--- src/rtl/adc_flag_pkg.sv ---
package adc_flag_pkg;

    // Mode of the converter with respect to low-power stop.
    typedef enum logic [2:0] {
        MS_RUN       = 3'd0,
        MS_ENTER     = 3'd1,
        MS_STOP_CONV = 3'd2,
        MS_STOP_HALT = 3'd3,
        MS_EXIT      = 3'd4
    } mode_e;

endpackage

--- src/rtl/adc_mode_fsm.sv ---
module adc_mode_fsm
    import adc_flag_pkg::*;
(
    input  logic  clk,
    input  logic  rst_n,
    input  logic  stop_mode,
    input  logic  cont_in_stop,
    input  logic  seq_start,
    input  logic  last_accept,
    output mode_e state,
    output logic  conv_window,
    output logic  seq_abort,
    output logic  seq_restart
);

    mode_e state_q;
    mode_e state_d;
    logic  abort_pend_q;
    logic  seq_active_q;

    // State register
    always_ff @(posedge clk or negedge rst_n) begin
        if (!rst_n) begin
            state_q <= MS_RUN;
        end else begin
            state_q <= state_d;
        end
    end

    // Next state: Sleep, Keep, Park, Wake, Resume
    always_comb begin
        state_d = state_q;
        unique case (state_q)
            MS_RUN: begin
                if (stop_mode) begin
                    state_d = MS_ENTER;
                end
            end
            MS_ENTER: begin
                state_d = cont_in_stop ? MS_STOP_CONV : MS_STOP_HALT;
            end
            MS_STOP_CONV, MS_STOP_HALT: begin
                if (!stop_mode) begin
                    state_d = MS_EXIT;
                end
            end
            MS_EXIT: begin
                state_d = MS_RUN;
            end
            default: begin
                state_d = MS_RUN;
            end
        endcase
    end

    // Outputs decoded from the state
    always_comb begin
        conv_window = 1'b0;
        seq_abort   = 1'b0;
        seq_restart = 1'b0;
        unique case (state_q)
            MS_RUN:       conv_window = 1'b1;
            MS_STOP_CONV: conv_window = 1'b1;
            MS_ENTER:     seq_abort   = !cont_in_stop && seq_active_q;
            MS_EXIT:      seq_restart = abort_pend_q;
            MS_STOP_HALT: conv_window = 1'b0;
            default:      conv_window = 1'b0;
        endcase
    end

    // Sequence activity and pending restart
    always_ff @(posedge clk or negedge rst_n) begin
        if (!rst_n) begin
            abort_pend_q <= 1'b0;
            seq_active_q <= 1'b0;
        end else begin
            if (seq_abort) begin
                abort_pend_q <= 1'b1;
            end else if (state_q == MS_EXIT) begin
                abort_pend_q <= 1'b0;
            end

            if (seq_abort) begin
                seq_active_q <= 1'b0;
            end else if (seq_start) begin
                seq_active_q <= 1'b1;
            end else if (last_accept) begin
                seq_active_q <= 1'b0;
            end
        end
    end

    assign state = state_q;

endmodule

--- src/rtl/adc_flag_bank.sv ---
module adc_flag_bank #(
    parameter int N_CONV = 16,
    parameter int IDX_W  = 4
) (
    input  logic              clk,
    input  logic              rst_n,
    input  logic              accept,
    input  logic [IDX_W-1:0]  conv_idx,
    input  logic              cmp_match,
    input  logic [N_CONV-1:0] cmp_en,
    input  logic              fast_clr,
    input  logic              flag_wr,
    input  logic [N_CONV-1:0] flag_wdata,
    input  logic              reg_rd,
    input  logic              reg_wr,
    input  logic [IDX_W-1:0]  reg_idx,
    output logic [N_CONV-1:0] flags
);

    for (genvar g = 0; g < N_CONV; g++) begin : g_slot
        localparam logic [IDX_W-1:0] SLOT = IDX_W'(g);

        logic hit_set;
        logic hit_clr;
        logic bit_q;

        always_comb begin
            hit_set = accept && (conv_idx == SLOT) && (!cmp_en[g] || cmp_match);
            if (!fast_clr) begin
                hit_clr = flag_wr && flag_wdata[g];
            end else if (cmp_en[g]) begin
                hit_clr = reg_wr && (reg_idx == SLOT);
            end else begin
                hit_clr = reg_rd && (reg_idx == SLOT);
            end
        end

        // Set has priority over clear
        always_ff @(posedge clk or negedge rst_n) begin
            if (!rst_n) begin
                bit_q <= 1'b0;
            end else if (hit_set) begin
                bit_q <= 1'b1;
            end else if (hit_clr) begin
                bit_q <= 1'b0;
            end
        end

        assign flags[g] = bit_q;
    end

endmodule

--- src/rtl/adc_seq_irq.sv ---
module adc_seq_irq #(
    parameter int N_CONV = 16
) (
    input  logic              clk,
    input  logic              rst_n,
    input  logic              last_accept,
    input  logic              seq_start,
    input  logic [N_CONV-1:0] flags,
    input  logic [N_CONV-1:0] cmp_en,
    input  logic              cmp_ie,
    input  logic              seq_ie,
    output logic              seq_flag,
    output logic              cmp_irq,
    output logic              seq_irq
);

    logic seq_q;

    always_ff @(posedge clk or negedge rst_n) begin
        if (!rst_n) begin
            seq_q <= 1'b0;
        end else if (last_accept) begin
            seq_q <= 1'b1;
        end else if (seq_start) begin
            seq_q <= 1'b0;
        end
    end

    always_comb begin
        seq_flag = seq_q;
        cmp_irq  = cmp_ie && (|(flags & cmp_en));
        seq_irq  = seq_ie && seq_q;
    end

endmodule

--- src/rtl/adc_flag_ctrl.sv ---
module adc_flag_ctrl
    import adc_flag_pkg::*;
#(
    parameter int N_CONV = 16,
    localparam int IDX_W = (N_CONV > 1) ? $clog2(N_CONV) : 1
) (
    input  logic              clk,
    input  logic              rst_n,
    input  logic              conv_done,
    input  logic [IDX_W-1:0]  conv_idx,
    input  logic              cmp_match,
    input  logic              conv_last,
    input  logic              seq_start,
    input  logic [N_CONV-1:0] cmp_en,
    input  logic              flag_wr,
    input  logic [N_CONV-1:0] flag_wdata,
    input  logic              reg_rd,
    input  logic              reg_wr,
    input  logic [IDX_W-1:0]  reg_idx,
    input  logic              fast_clr,
    input  logic              cmp_ie,
    input  logic              seq_ie,
    input  logic              stop_mode,
    input  logic              cont_in_stop,
    output logic [N_CONV-1:0] flags,
    output logic              seq_flag,
    output logic              cmp_irq,
    output logic              seq_irq,
    output logic              res_we,
    output logic              seq_abort,
    output logic              seq_restart
);

    mode_e mode_state;
    logic  conv_window;
    logic  accept;
    logic  last_accept;

    assign accept      = conv_done && conv_window;
    assign last_accept = accept && conv_last;
    assign res_we      = accept;

    adc_mode_fsm u_fsm (
        .clk          (clk),
        .rst_n        (rst_n),
        .stop_mode    (stop_mode),
        .cont_in_stop (cont_in_stop),
        .seq_start    (seq_start),
        .last_accept  (last_accept),
        .state        (mode_state),
        .conv_window  (conv_window),
        .seq_abort    (seq_abort),
        .seq_restart  (seq_restart)
    );

    adc_flag_bank #(
        .N_CONV (N_CONV),
        .IDX_W  (IDX_W)
    ) u_bank (
        .clk        (clk),
        .rst_n      (rst_n),
        .accept     (accept),
        .conv_idx   (conv_idx),
        .cmp_match  (cmp_match),
        .cmp_en     (cmp_en),
        .fast_clr   (fast_clr),
        .flag_wr    (flag_wr),
        .flag_wdata (flag_wdata),
        .reg_rd     (reg_rd),
        .reg_wr     (reg_wr),
        .reg_idx    (reg_idx),
        .flags      (flags)
    );

    adc_seq_irq #(
        .N_CONV (N_CONV)
    ) u_irq (
        .clk         (clk),
        .rst_n       (rst_n),
        .last_accept (last_accept),
        .seq_start   (seq_start),
        .flags       (flags),
        .cmp_en      (cmp_en),
        .cmp_ie      (cmp_ie),
        .seq_ie      (seq_ie),
        .seq_flag    (seq_flag),
        .cmp_irq     (cmp_irq),
        .seq_irq     (seq_irq)
    );

endmodule

--- config.mk ---
export PLATFORM = sky130hd
export DESIGN_NAME = adc_flag_ctrl
export DESIGN_NICKNAME = d
export VERILOG_FILES = /design/src/rtl/adc_flag_pkg.sv /design/src/rtl/adc_mode_fsm.sv /design/src/rtl/adc_flag_bank.sv /design/src/rtl/adc_seq_irq.sv /design/src/rtl/adc_flag_ctrl.sv
export SDC_FILE = /design/constraint.sdc
export NUM_CORES = 1
export LEC_CHECK = 0
export BUFFER_PORTS_ARGS = -buffer_cell sky130_fd_sc_hd__buf_4
export CAP_MARGIN = 25
export CORE_ASPECT_RATIO = 0.6
export CORE_UTILIZATION = 51
export DETAILED_ROUTE_END_ITERATION = 8
export GPL_ROUTABILITY_DRIVEN = 0
export MAX_ROUTING_LAYER = met4
export PLACE_DENSITY_LB_ADDON = 0.05
export SYNTH_ARGS = -nofsm -noshare
export SYNTH_HDL_FRONTEND = slang
export SYNTH_HIERARCHICAL = 1
export SYNTH_SLANG_ARGS = --single-unit
--- constraint.sdc ---
create_clock -name clk -period 2.5 [get_ports clk]
set_input_delay 0.5 -clock clk [delete_from_list [all_inputs] [get_ports clk]]
set_output_delay 0.5 -clock clk [all_outputs]
set_load 0.02 [all_outputs]
==> flow_summary.yaml <==
outcome:
  status: "complete, no violations"
sta:
  finalMaxSlewViolations: 0
  max_slew_margin_pct: 44.35
  finalCritPeriodShare_pct: 93.16
  rsz0062_at_grt: "false"
  layout_setup_ws_ps: 170.9
  setup_violations: 0
  setup_tns_ps: 0
  hold_viol_final: 0
  worst_slew_pin_slew_ps: 823.1
  fmax_mhz: 429.4
  clock_skew_ps: 7.218
  fin_crit_ps: 2329
cts:
  path_clk_slew_ps: 90
  root_buffer: "clkbuf_8"
  htreeDepth: 1
  clkLatencyLatePin_ps: 270
  cts_max_path_buffers: 2
  cts_hold_buffers: 0
  ctsResizeCount: 0
  postCtsSetupBuffers: 0
  clkSinkCount: 22
  cts_made_buffers: 3
  tritoncts: "built"
setup_path:
  cp.required_ps: 2000
  ff2ff_path_depth: 4
  crit_type: "flip-flop to output pin"
  r2r_start: "u_fsm/state[0]"
  worstReg2RegEnd: "u_bank/g_slot[12].bit_q"
  critPathArrivalTime_ps: 1830
  cp_num_buf_inv: 1
  critical-path-slowest-cell: "nor4b_1"
  cpLargestDelayFamily: "simple AND/OR/NAND/NOR gates"
  rrSetupSlack_ps: 760
  max_stage_delay_ps: 760
  endpoint_kind: "output pin"
  critPathLaunchType: "flip-flop"
  cp_max_fo: 5
  path_cells: "nor4b_1, and2_1, buf_4"
grt:
  grt_overflow: 0
  grt_pass1_vias: 1518
  grt_pass1_wl_um: 7886
  grt_antenna_before_repair: 0
  grt_max_degree: 23
  grt_usage_pct: 31.35
placed_design:
  dp_slack_ps: 422.4
  numPortBuffers: 75
  dp_cells: 288
  dpl_cell_area_sq_um: 2150
  dp_hpwl_um: 3800
run:
  maxCapViolCount: 0
route:
  via_per_inst: 5.955
  firstDrtPassIters: 4
  drc: 0
  wl_per_cell_um: 17.17
  vias: 1739
  finalWirelength_um: 5014
  drt_iter0_drc: 295
  postRouteAntennaNets: 0
cells_and_area:
  diodes: 0
  layout-drive-gt1-share_pct: 33.60
  layout_common_cells: "buf_4 (75), inv_1 (23), dfrtp_1 (22), o21ai_0 (20), mux2i_1 (17)"
  mostFrequentLayoutCell: "buf_4"
  nets: 305
  final_cells: 292
  design_area_sq_um: 2221
  syn_to_final_growth_pct: 32.86
  postLayoutCoreUtil_pct: 74.42
floorplan:
  start_util_pct: 56.02
  die_w_um: 75.91
  coreArea_sq_um: 2984
  dieArea_sq_um: 3518
  fp.dieH_um: 46.35
  ios: 76
  rows: 15
synthesis:
  ys_top_cells_by_area: "dfrtp_1 (33%), mux2i_1 (10%), buf_4 (7.2%)"
  ys_ff_latch: 22
  synth.net_count: 245
  synth_area_per_cell_sq_um: 8.752
  synth_edf_count: 0
  yosys.area.top_type: "dfrtp_1"
  seq_area_frac_synth_pct: 32.93
  synth_top_area_share_pct: 32.93
  ys_types: 34
  ys.warnings.count: 6
  synth_cells: 191
  synth_top_flop_cell: "dfrtp_1"
  async_flop_share_pct: 100.0
  synthesis.area_sq_um: 1672
power_and_ir_drop:
  power_density_nw_per_um2: 629.8
  peakVddDrop_uv: 539.6
  power_leakage_nw: 1.124
hold_path:
  min_path_type: "input port to asynchronous set/reset pin"
-- area by class of cell --
| class | count | area (sq um) |
|---|---|---|
| Clock inverter | 1 | 30.03 |
| Sequential cell | 22 | 550.5 |
| Timing Repair Buffer | 75 | 563.0 |
| Tap cell | 42 | 52.55 |
| Inverter | 23 | 86.33 |
| Multi-Input combinational cell | 126 | 897.1 |
| Clock buffer | 3 | 41.29 |
| Fill cell | 247 | 763.2 |
-- through the flow --
stage	total power, W	hold slack, ps
floorplan	0.0008499	204.4
global placement	0.001042	405.7
detailed placement	0.001053	409.6
CTS	0.001393	111.9
global route	0.001480	117.1
finish	0.001399	106.2
-- power by group --
group	total, W	switching [W]	internal (W)
registers	0.000517	0.0000838	0.000433
clock network	0.000338	0.000124	0.000214
logic	0.000543	0.000278	0.000265
-- logic make-up (layout without fill, tap and decap cells) --
| logic type | count (synthesis) | in the layout | share of synthesized area (%) |
|---|---|---|---|
| AO/OA/AOI/OAI | 50 | 50 | 21.33 |
| multiplexers | 17 | 17 | 10.18 |
| flip-flops | 22 | 22 | 32.93 |
| buffers and inverters | 43 | 102 | 13.40 |
| AND/OR/NAND/NOR | 59 | 59 | 22.16 |
-- synthesized netlist by cell type, types with 2 or more instances --
master / instances
a221oi_2: 2
a22o_1: 3
a22oi_1: 4
and2_1: 3
and2b_1: 8
buf_2: 2
buf_4: 16
clkbuf_1: 2
dfrtp_1: 22
inv_1: 23
mux2i_1: 17
nand2_1: 2
nand2b_1: 5
nand3_1: 4
nand3b_1: 4
nor2_1: 4
nor2b_1: 5
nor3_1: 13
nor4_1: 3
o21ai_0: 20
o22ai_1: 4
o32ai_1: 12
or3b_1: 2
-- worst reg2reg max path: cells and delay by family, from the launching register on --
kind	cells	cell delay, ps
flip-flops	1	450
AO/OA/AOI/OAI	1	350
AND/OR/NAND/NOR	3	840
-- sequential cells by signal, summed over array words and instances, names as in the netlist --
register             flops
u_irq/seq_flag           1
u_bank/g_slot.bit_q     16
u_fsm/abort_pend_q       1
u_fsm/state              3
u_fsm/seq_active_q       1
-- routing by layer --
metal	part of all wire, %	vias to the layer above	global-route usage [%]
li1	-	799	-
met3	12	10	9.307
met4	0.96	0	6.154
met5	0	-	-
met2	42	134	45.09
met1	45	796	43.71
-- worst max path at each step --
| stage | start | to | slack (ps) | cells past startpoint |
|---|---|---|---|---|
| after floorplan | u_bank/g_slot[10].bit_q | cmp_irq | 770 | 5 |
| after global placement | cmp_en[10] | cmp_irq | 490 | 6 |
| after detailed placement | cont_in_stop | seq_abort | 420 | 4 |
| after CTS | u_fsm/state[1] | seq_abort | 270 | 3 |
| after global routing | u_fsm/state[1] | seq_abort | 130 | 3 |
| final | u_fsm/state[1] | seq_abort | 170 | 3 |
Note: power is estimated with default switching activity, not from simulation.
